===== src/rtl/pm_evt_pkg.sv =====
package pm_evt_pkg;
  localparam int REG_W = 16;
  localparam int NEV   = 4;
  // event order inside the block: 0 timer, 1 global lock, 2 power button, 3 rtc
  localparam int EV_POS [NEV] = '{0, 5, 8, 10};
  localparam logic [REG_W-1:0] EVT_MASK = 16'h0521;
  localparam logic [15:0] WIN_MASK = 16'hFFC0;
  localparam logic [3:0] OFF_STS = 4'h0;
  localparam logic [3:0] OFF_EN  = 4'h2;
  localparam logic [3:0] OFF_CTL = 4'h4;
  localparam logic [3:0] OFF_TMR = 4'h8;
  typedef enum logic {ACC_W16 = 1'b0, ACC_W32 = 1'b1} acc_size_e;
endpackage


===== src/rtl/pm_win_decode.sv =====
module pm_win_decode
  import pm_evt_pkg::*;
(
  input  logic [15:0] io_addr,
  input  logic [31:0] cfg_base,
  input  logic [7:0]  cfg_ctl,
  output logic        win_hit,
  output logic [3:0]  win_off
);
  logic [15:0] base_masked;
  logic        unused_cfg;

  assign base_masked = cfg_base[15:0] & WIN_MASK;
  assign win_hit     = cfg_ctl[0] && ((io_addr & WIN_MASK) == base_masked);
  assign win_off     = io_addr[3:0];
  assign unused_cfg  = ^{cfg_base[31:16], cfg_ctl[7:1]};
endmodule


===== src/rtl/pm_timer.sv =====
module pm_timer #(
  parameter int TMR_W = 24
) (
  input  logic             clk,
  input  logic             rst_n,
  input  logic             tick_en,
  output logic [TMR_W-1:0] count,
  output logic             msb_flip
);
  localparam int LOW_W = TMR_W - 1;

  // the top bit changes exactly when every lower bit is one and a tick arrives
  assign msb_flip = tick_en && (count[LOW_W-1:0] == {LOW_W{1'b1}});

  always_ff @(posedge clk or negedge rst_n) begin
    if (!rst_n) count <= '0;
    else if (tick_en) count <= count + 1'b1;
  end
endmodule


===== src/rtl/pm_evt_regs.sv =====
module pm_evt_regs
  import pm_evt_pkg::*;
(
  input  logic             clk,
  input  logic             rst_n,
  input  logic             wr16,
  input  logic [3:0]       off,
  input  logic [REG_W-1:0] wdata,
  input  logic             evt_rtc,
  input  logic             evt_pwrbtn,
  input  logic             evt_glock,
  input  logic             tmr_flip,
  output logic [REG_W-1:0] sts_q,
  output logic [REG_W-1:0] en_q,
  output logic [REG_W-1:0] ctl_q,
  output logic             sci
);
  logic [NEV-1:0] sts_bits;
  logic [NEV-1:0] ev_set;
  logic [REG_W-1:0] clr_vec;

  assign clr_vec = (wr16 && off == OFF_STS) ? wdata : '0;
  assign ev_set  = {evt_rtc, evt_pwrbtn, evt_glock, tmr_flip && en_q[EV_POS[0]]};

  for (genvar i = 0; i < NEV; i++) begin : g_sts
    always_ff @(posedge clk or negedge rst_n) begin
      if (!rst_n) sts_bits[i] <= 1'b0;
      else if (ev_set[i]) sts_bits[i] <= 1'b1;
      else if (clr_vec[EV_POS[i]]) sts_bits[i] <= 1'b0;
    end
  end

  always_comb begin
    sts_q = '0;
    for (int k = 0; k < NEV; k++) sts_q[EV_POS[k]] = sts_bits[k];
  end

  always_ff @(posedge clk or negedge rst_n) begin
    if (!rst_n) begin
      en_q  <= '0;
      ctl_q <= '0;
    end else if (wr16) begin
      if (off == OFF_EN)  en_q  <= wdata;
      if (off == OFF_CTL) ctl_q <= wdata;
    end
  end

  assign sci = |(sts_q & en_q & EVT_MASK);
endmodule


===== src/rtl/pm_event_block.sv =====
module pm_event_block
  import pm_evt_pkg::*;
#(
  parameter int TMR_W = 24
) (
  input  logic        clk,
  input  logic        rst_n,
  input  logic [31:0] cfg_base,
  input  logic [7:0]  cfg_ctl,
  input  logic        io_valid,
  input  logic        io_write,
  input  logic        io_size,
  input  logic [15:0] io_addr,
  input  logic [31:0] io_wdata,
  input  logic        tick_en,
  input  logic        evt_rtc,
  input  logic        evt_pwrbtn,
  input  logic        evt_glock,
  output logic        sci,
  output logic        rsp_valid,
  output logic [31:0] rsp_data
);
  logic             win_hit;
  logic [3:0]       win_off;
  logic [TMR_W-1:0] tmr_q;
  logic             tmr_flip;
  logic [REG_W-1:0] sts_q, en_q, ctl_q;
  logic             wr16;
  logic [31:0]      rd_mux;
  logic             unused_wd;

  assign unused_wd = ^io_wdata[31:REG_W];

  pm_win_decode u_dec (
    .io_addr (io_addr),
    .cfg_base(cfg_base),
    .cfg_ctl (cfg_ctl),
    .win_hit (win_hit),
    .win_off (win_off)
  );

  pm_timer #(.TMR_W(TMR_W)) u_tmr (
    .clk     (clk),
    .rst_n   (rst_n),
    .tick_en (tick_en),
    .count   (tmr_q),
    .msb_flip(tmr_flip)
  );

  assign wr16 = io_valid && io_write && win_hit && (acc_size_e'(io_size) == ACC_W16);

  pm_evt_regs u_regs (
    .clk       (clk),
    .rst_n     (rst_n),
    .wr16      (wr16),
    .off       (win_off),
    .wdata     (io_wdata[REG_W-1:0]),
    .evt_rtc   (evt_rtc),
    .evt_pwrbtn(evt_pwrbtn),
    .evt_glock (evt_glock),
    .tmr_flip  (tmr_flip),
    .sts_q     (sts_q),
    .en_q      (en_q),
    .ctl_q     (ctl_q),
    .sci       (sci)
  );

  always_comb begin
    rd_mux = '0;
    if (acc_size_e'(io_size) == ACC_W16) begin
      case (win_off)
        OFF_STS: rd_mux = 32'(sts_q);
        OFF_EN:  rd_mux = 32'(en_q);
        OFF_CTL: rd_mux = 32'(ctl_q);
        default: rd_mux = '0;
      endcase
    end else if (win_off == OFF_TMR) begin
      rd_mux = 32'(tmr_q);
    end
  end

  always_ff @(posedge clk or negedge rst_n) begin
    if (!rst_n) begin
      rsp_valid <= 1'b0;
      rsp_data  <= '0;
    end else begin
      rsp_valid <= io_valid && !io_write && win_hit;
      if (io_valid && !io_write && win_hit) rsp_data <= rd_mux;
    end
  end
endmodule


===== config.mk =====
export PLATFORM = sky130hd
export DESIGN_NAME = pm_event_block
export DESIGN_NICKNAME = d
export VERILOG_FILES = /design/src/rtl/pm_evt_pkg.sv /design/src/rtl/pm_win_decode.sv /design/src/rtl/pm_timer.sv /design/src/rtl/pm_evt_regs.sv /design/src/rtl/pm_event_block.sv
export SDC_FILE = /design/constraint.sdc
export NUM_CORES = 1
export LEC_CHECK = 0
export BUFFER_PORTS_ARGS = -buffer_cell sky130_fd_sc_hd__buf_4
export CAP_MARGIN = 20
export CORE_MARGIN = 5
export CORE_UTILIZATION = 56
export CTS_CLUSTER_DIAMETER = 120
export DETAILED_ROUTE_END_ITERATION = 12
export PLACE_DENSITY = 0.86
export SLEW_MARGIN = 20
export SYNTH_ARGS = -nofsm -noshare
export SYNTH_HDL_FRONTEND = slang
export SYNTH_HIERARCHICAL = 1
export SYNTH_SLANG_ARGS = --single-unit

===== constraint.sdc =====
create_clock -name clk -period 4.7 [get_ports clk]
set_clock_uncertainty 0.2 [all_clocks]
set_input_delay 0.94 -clock clk [delete_from_list [all_inputs] [get_ports clk]]
set_output_delay 0.94 -clock clk [all_outputs]
set_load 0.005 [all_outputs]

; ---- Word-level counts from Yosys, hierarchy flattened
; Cells that the tools add are included.
[totals]
ff_bits = 93
in_bits = 97
[classes]
n_reduce_logical = 18
muxes = 12
add_sub_neg = 1
n_eq_ne = 5
n_bitwise = 2
[ops]
columns = operator, n
row1 = 16-bit one-hot mux with 3 select lines, 1
row2 = 32-bit 2-to-1 mux, 1
row3 = 24-bit by 1-bit adder with 24-bit output (second input constant), 1
row4 = 24-bit 2-to-1 mux, 1
row5 = 23-bit == test (second input constant), 1
row6 = 11-bit AND, 1
row7 = 11-bit 2-to-1 mux, 1
row8 = 10-bit == test, 1
row9 = 1-bit logical AND, 9
row10 = 1-bit 2-to-1 mux, 8
row11 = 2-bit nonzero test, 4
row12 = 4-bit by 2-bit == test with 1-bit output (second input constant), 1
row13 = 4-bit by 3-bit == test with 1-bit output (second input constant), 1
row14 = 4-bit == test (second input constant), 1
row15 = 4-bit zero test, 1
row16 = 2-bit AND reduction, 2
row17 = 4-bit OR reduction, 1
row18 = 1-bit zero test, 1
row19 = 1-bit inverter, 1

; ---- Longest topological paths before layout
[logic_depth]
word_depth = 8
depth_mapped = 10
ltp_nobuf = 8

; ---- Cells and area by module
; Netlist, hierarchy kept.
[modules_own_cells]
columns = module, seq_area_each_um2, cells_each, instances, area_each_um2
row1 = pm_event_block, 625.6, 165, 1, 1571.5
row2 = pm_evt_regs, 900.9, 98, 1, 1551.5
row3 = pm_timer, 600.6, 95, 1, 1113.6
row4 = pm_win_decode, 0.0, 18, 1, 145.1

; ---- Worst setup path before layout
; OpenSTA, ideal clock, no wires.
[synth_timing]
path_kind = input to register
start = in cfg_base[10]
end = reg u_regs.ctl_q[10]
arrival_time_ps = 2546
required_ps = 4375
setup_slack_ps = 1829
path_buffers = 1
cell_stages = 9
cell_sequence = xnor2_1 -> nand4_1 -> nor3_2 -> nand2_1 -> nor3b_1 -> nor4b_4 -> nand2_4 -> buf_6 -> mux2_4
[synth_between]
elab_chain_cells = 5
[synth_rtl]
columns = element, line
row1 = "start, declared", pm_event_block.sv:8  ; input logic [31:0] cfg_base,
row2 = 10-bit == test, pm_win_decode.sv:14  ; assign win_hit = cfg_ctl[0] && ((io_addr & WIN_MASK) == base_masked);
row3 = 1-bit logical AND, pm_win_decode.sv:14
row4 = via win_hit, pm_event_block.sv:23  ; logic win_hit;
row5 = 1-bit logical AND (2 in a row), pm_event_block.sv:50  ; assign wr16 = io_valid && io_write && win_hit && (acc_size_e'(io_size) == ACC_W16);
row6 = via wr16, pm_event_block.sv:28  ; logic wr16;
row7 = 2-bit AND reduction (no source line), --
row8 = "end signal, assigned", pm_evt_regs.sv:44  ; if (off == OFF_CTL) ctl_q <= wdata;
row9 = "end, declared", pm_evt_regs.sv:15  ; output logic [REG_W-1:0] ctl_q,
; The timed path passes the listed nets, and every way through them passes these cells.
; A chain may end at the register's enable or synchronous reset.

; ---- Worst setup path in the final report
[layout_timing]
start = in cfg_base[10]
end = reg u_regs.en_q[13]
[layout_between]
elab_chain_cells = 5
[layout_rtl]
columns = element, line
row1 = 10-bit == test, pm_win_decode.sv:14
row2 = 1-bit logical AND, pm_win_decode.sv:14
row3 = via win_hit, pm_event_block.sv:23
row4 = 1-bit logical AND (2 in a row), pm_event_block.sv:50
row5 = via wr16, pm_event_block.sv:28
row6 = 2-bit AND reduction (no source line), --
row7 = "end signal, assigned", pm_evt_regs.sv:43  ; if (off == OFF_EN) en_q <= wdata;
row8 = "end, declared", pm_evt_regs.sv:14  ; output logic [REG_W-1:0] en_q,
; The timed path passes the listed nets, and every way through them passes these cells.

==> summary.txt <==
Floorplanning
  – Num rows: 32
  – Initial Utilization: 0.570
  – Die width: 98.5 µm
  – # IOs: 131
  – Core area: 7690 µm²
  – Die Height: 98.5 µm
  – Die area: 9690 µm²

Synth
  – Synthesis warning total: 6
  – FFs w/ async S/R, synth: 1.00
  – Most used DFF post-synth: dfrtp_1
  – Post-Synthesis Cells: 376
  – Unique masters post-synth: 45
  – Mapped Avg Cell Area: 11.7 µm²
  – Yosys top cell area share: 0.485
  – Seq/Total Area, Yosys: 0.485
  – Mapped Area: 4380 µm²
  – Most area-hungry cell type in the Yosys netlist: dfrtp_1
  – Yosys reg bits: 85
  – Number of synthesized flops with an enable pin: 0
  – Ranking of synthesized cells by area: dfrtp_1 49%, xnor2_1 6.0%, mux2_2 5.9%

Cells and area
  – Commonest non-fill, non-tap cell in the layout: dfrtp_1
  – Layout cells sized above 1: 0.347
  – Area taken by multi-input logic gates: 2040 µm²
  – Antenna cells: 0
  – Register area: 2130 µm²
  – Area grow syn2layout: 16.8%
  – Fill count: 574
  – Most frequent cells in the layout: 85 x dfrtp_1, 77 x buf_4, 44 x nand2_1, 30 x xnor2_1
  – Final instance area: 5120 µm²
  – Finished Core Util: 0.666
  – Post-layout nets: 543

Timing
  – Normalized max-slew margin: 0.433
  – Min Clock Period, post-route: 2.98 ns
  – WHS: 0.273 ns
  – Setup Total Neg Slack: 0 ns
  – Worst-margin pin slew: 0.848 ns
  – Period utilization: 0.634
  – Max-slew violations: 0
  – Final hold violations: 0
  – Final setup violation count: 0
  – RSZ-0062 raised after global routing: no
  – Worst setup margin: 1.72 ns
  – Fmax: 335 MHz

Setup path
  – Worst endpoint required time: 4.74 ns
  – Crit Path Category: in2reg
  – Arrival time at the worst endpoint: 3.02 ns
  – CP startpoint kind: primary input
  – Crit path launch: cfg_base[10]
  – Crit. End Element: flop
  – Worst-path fanout max: 16
  – Depth of the worst register-to-register path: 5
  – RR Endpoint: u_regs/sts_q[0]
  – R2R setup slack: 2.85 ns
  – Reg2reg start: u_tmr/count[0]
  – Worst Setup EP: u_regs/en_q[13]

Detailed routing
  – Drt wl/cell: 16.9 µm
  – Drt pass-1 iters: 4
  – Vias per Instance: 5.56
  – Post-route ant nets: 0
  – Vias: 3,067
  – Residual DRC: 0
  – DRT iter0 DRCs: 191
  – DRT Wirelength: 9340 µm

Placed design
  – RD Place Congestion: 0.839
  – Port Buf Inserts: 75
  – Pre-CTS setup slack: 1.42 ns
  – Final HPWL DP: 6570 µm
  – Area after DPL: 4890 µm²

Clocking
  – H-tree depth: 3
  – Post CTS Setup Buffer Count: 0
  – CTS root buf: clkbuf_8
  – Clk_lat worst skew: 0.36 ns
  – CTS tree: done
  – # hold bufs at CTS: 0
  – Longest Clk Path Bufs: 2
  – Clk sink count: 85
  – CTS resizes: 0
  – Worst-path clk slew: 0.08 ns
  – CTS Buf Count: 9

GRT
  – Total congestion overflow: 0
  – Most used routing layer: met2
  – GRT met1 Usage: 0.259
  – Number of global-route vias before repair: 3,133
  – Met3 Track Usage GR: 0.0545
  – Pin count of the biggest net entering global routing: 86
  – Total Routing Usage GR: 0.196
  – Initial antenna violation count: 0
  – Met2 Usage GRT: 0.324
  – First-pass GRT wire length: 15,200 µm

Job
  – Max cap viols: 0

Worst hold path
  – Worst Hold Class: reg2reg

Power and ir drop
  – Peak supply drop: 243 µV
  – Static Leak: 2.48 nW
  – Pwr dens: 299 nW/µm²

Run status
  – Outcome: completed
worst min path at each step:
stage	cells past startpoint	slack, ns	startpoint	end
global route	2	0.30	rsp_data[17]	rsp_data[17]
finish	2	0.27	rsp_data[17]	rsp_data[17]
CTS	2	0.28	rsp_data[17]	rsp_data[17]
floorplan	1	0.25	u_tmr/count[23]	u_tmr/count[23]
detailed placement	2	0.26	rsp_data[17]	rsp_data[17]
global placement	2	0.26	rsp_data[19]	rsp_data[19]
metal layers:
metal  part of all wire  vias up
met5                  0        -
met4              0.010        0
met1               0.42     1534
met2               0.51       88
li1                   -     1437
met3              0.064        8
synth_stat cells (9+ instances only):
library cell	number
buf_4	28
xnor2_1	30
nand4_1	9
a22oi_1	13
o211ai_2	10
nor2_1	17
dfrtp_1	85
nand2_1	44
mux2_2	23
nand3_1	23
a22o_1	12
mux2_4	10
per-stage QoR:
| step | power (W) | instances |
|---|---|---|
| 6_report | 0.00153 | 552 |
| 5_1_grt | 0.00159 | 552 |
| 4_1_cts | 0.00153 | 551 |
| 3_5_place_dp | 0.000974 | 535 |
| 3_3_place_gp | 0.000963 | 535 |
| 2_1_floorplan | 0.000910 | 394 |
kinds of logic after synthesis:
group,Yosys count,share of synthesized area
buf+inv,43,0.0654
fa+ha+maj,1,0.00286
other cells,2,0.00171
compound gates,50,0.108
simple gates,124,0.166
flops,85,0.485
xor+xnor,33,0.0660
mux,38,0.105
worst max-delay path, cell delays in order:
cell and delay [ns]:
buf_4 0.11, xnor2_1 0.15, nand4_1 0.13, nor3_2 0.17
nand2_1 0.11, nor3b_1 0.32, nor4b_2 0.35, nand2_2 0.34
mux2_2 0.38
power breakdown:
group	switching (W)	internal [W]	total, W
combinational	0.0000821	0.0000733	0.000155
sequential	0.0000487	0.000761	0.000809
clock	0.000264	0.000300	0.000564
total	0.000395	0.00113	0.00153
state kept, by name, indices dropped and copies added (netlist names):
name	count
u_regs/en_q	16
u_regs/sts_q	4
rsp_valid	1
rsp_data	24
u_regs/ctl_q	16
u_tmr/count	24
cell type report:
| cell class | count | area share |
|---|---|---|
| clock buffer | 10 | 0.0249 |
| clock inverter | 6 | 0.0169 |
| inverter | 4 | 0.00293 |
| multi-input combinational | 266 | 0.398 |
| sequential | 85 | 0.415 |
| tap | 102 | 0.0249 |
| timing repair buffer | 79 | 0.117 |
No activity file was read; power rests on OpenSTA's default activity.
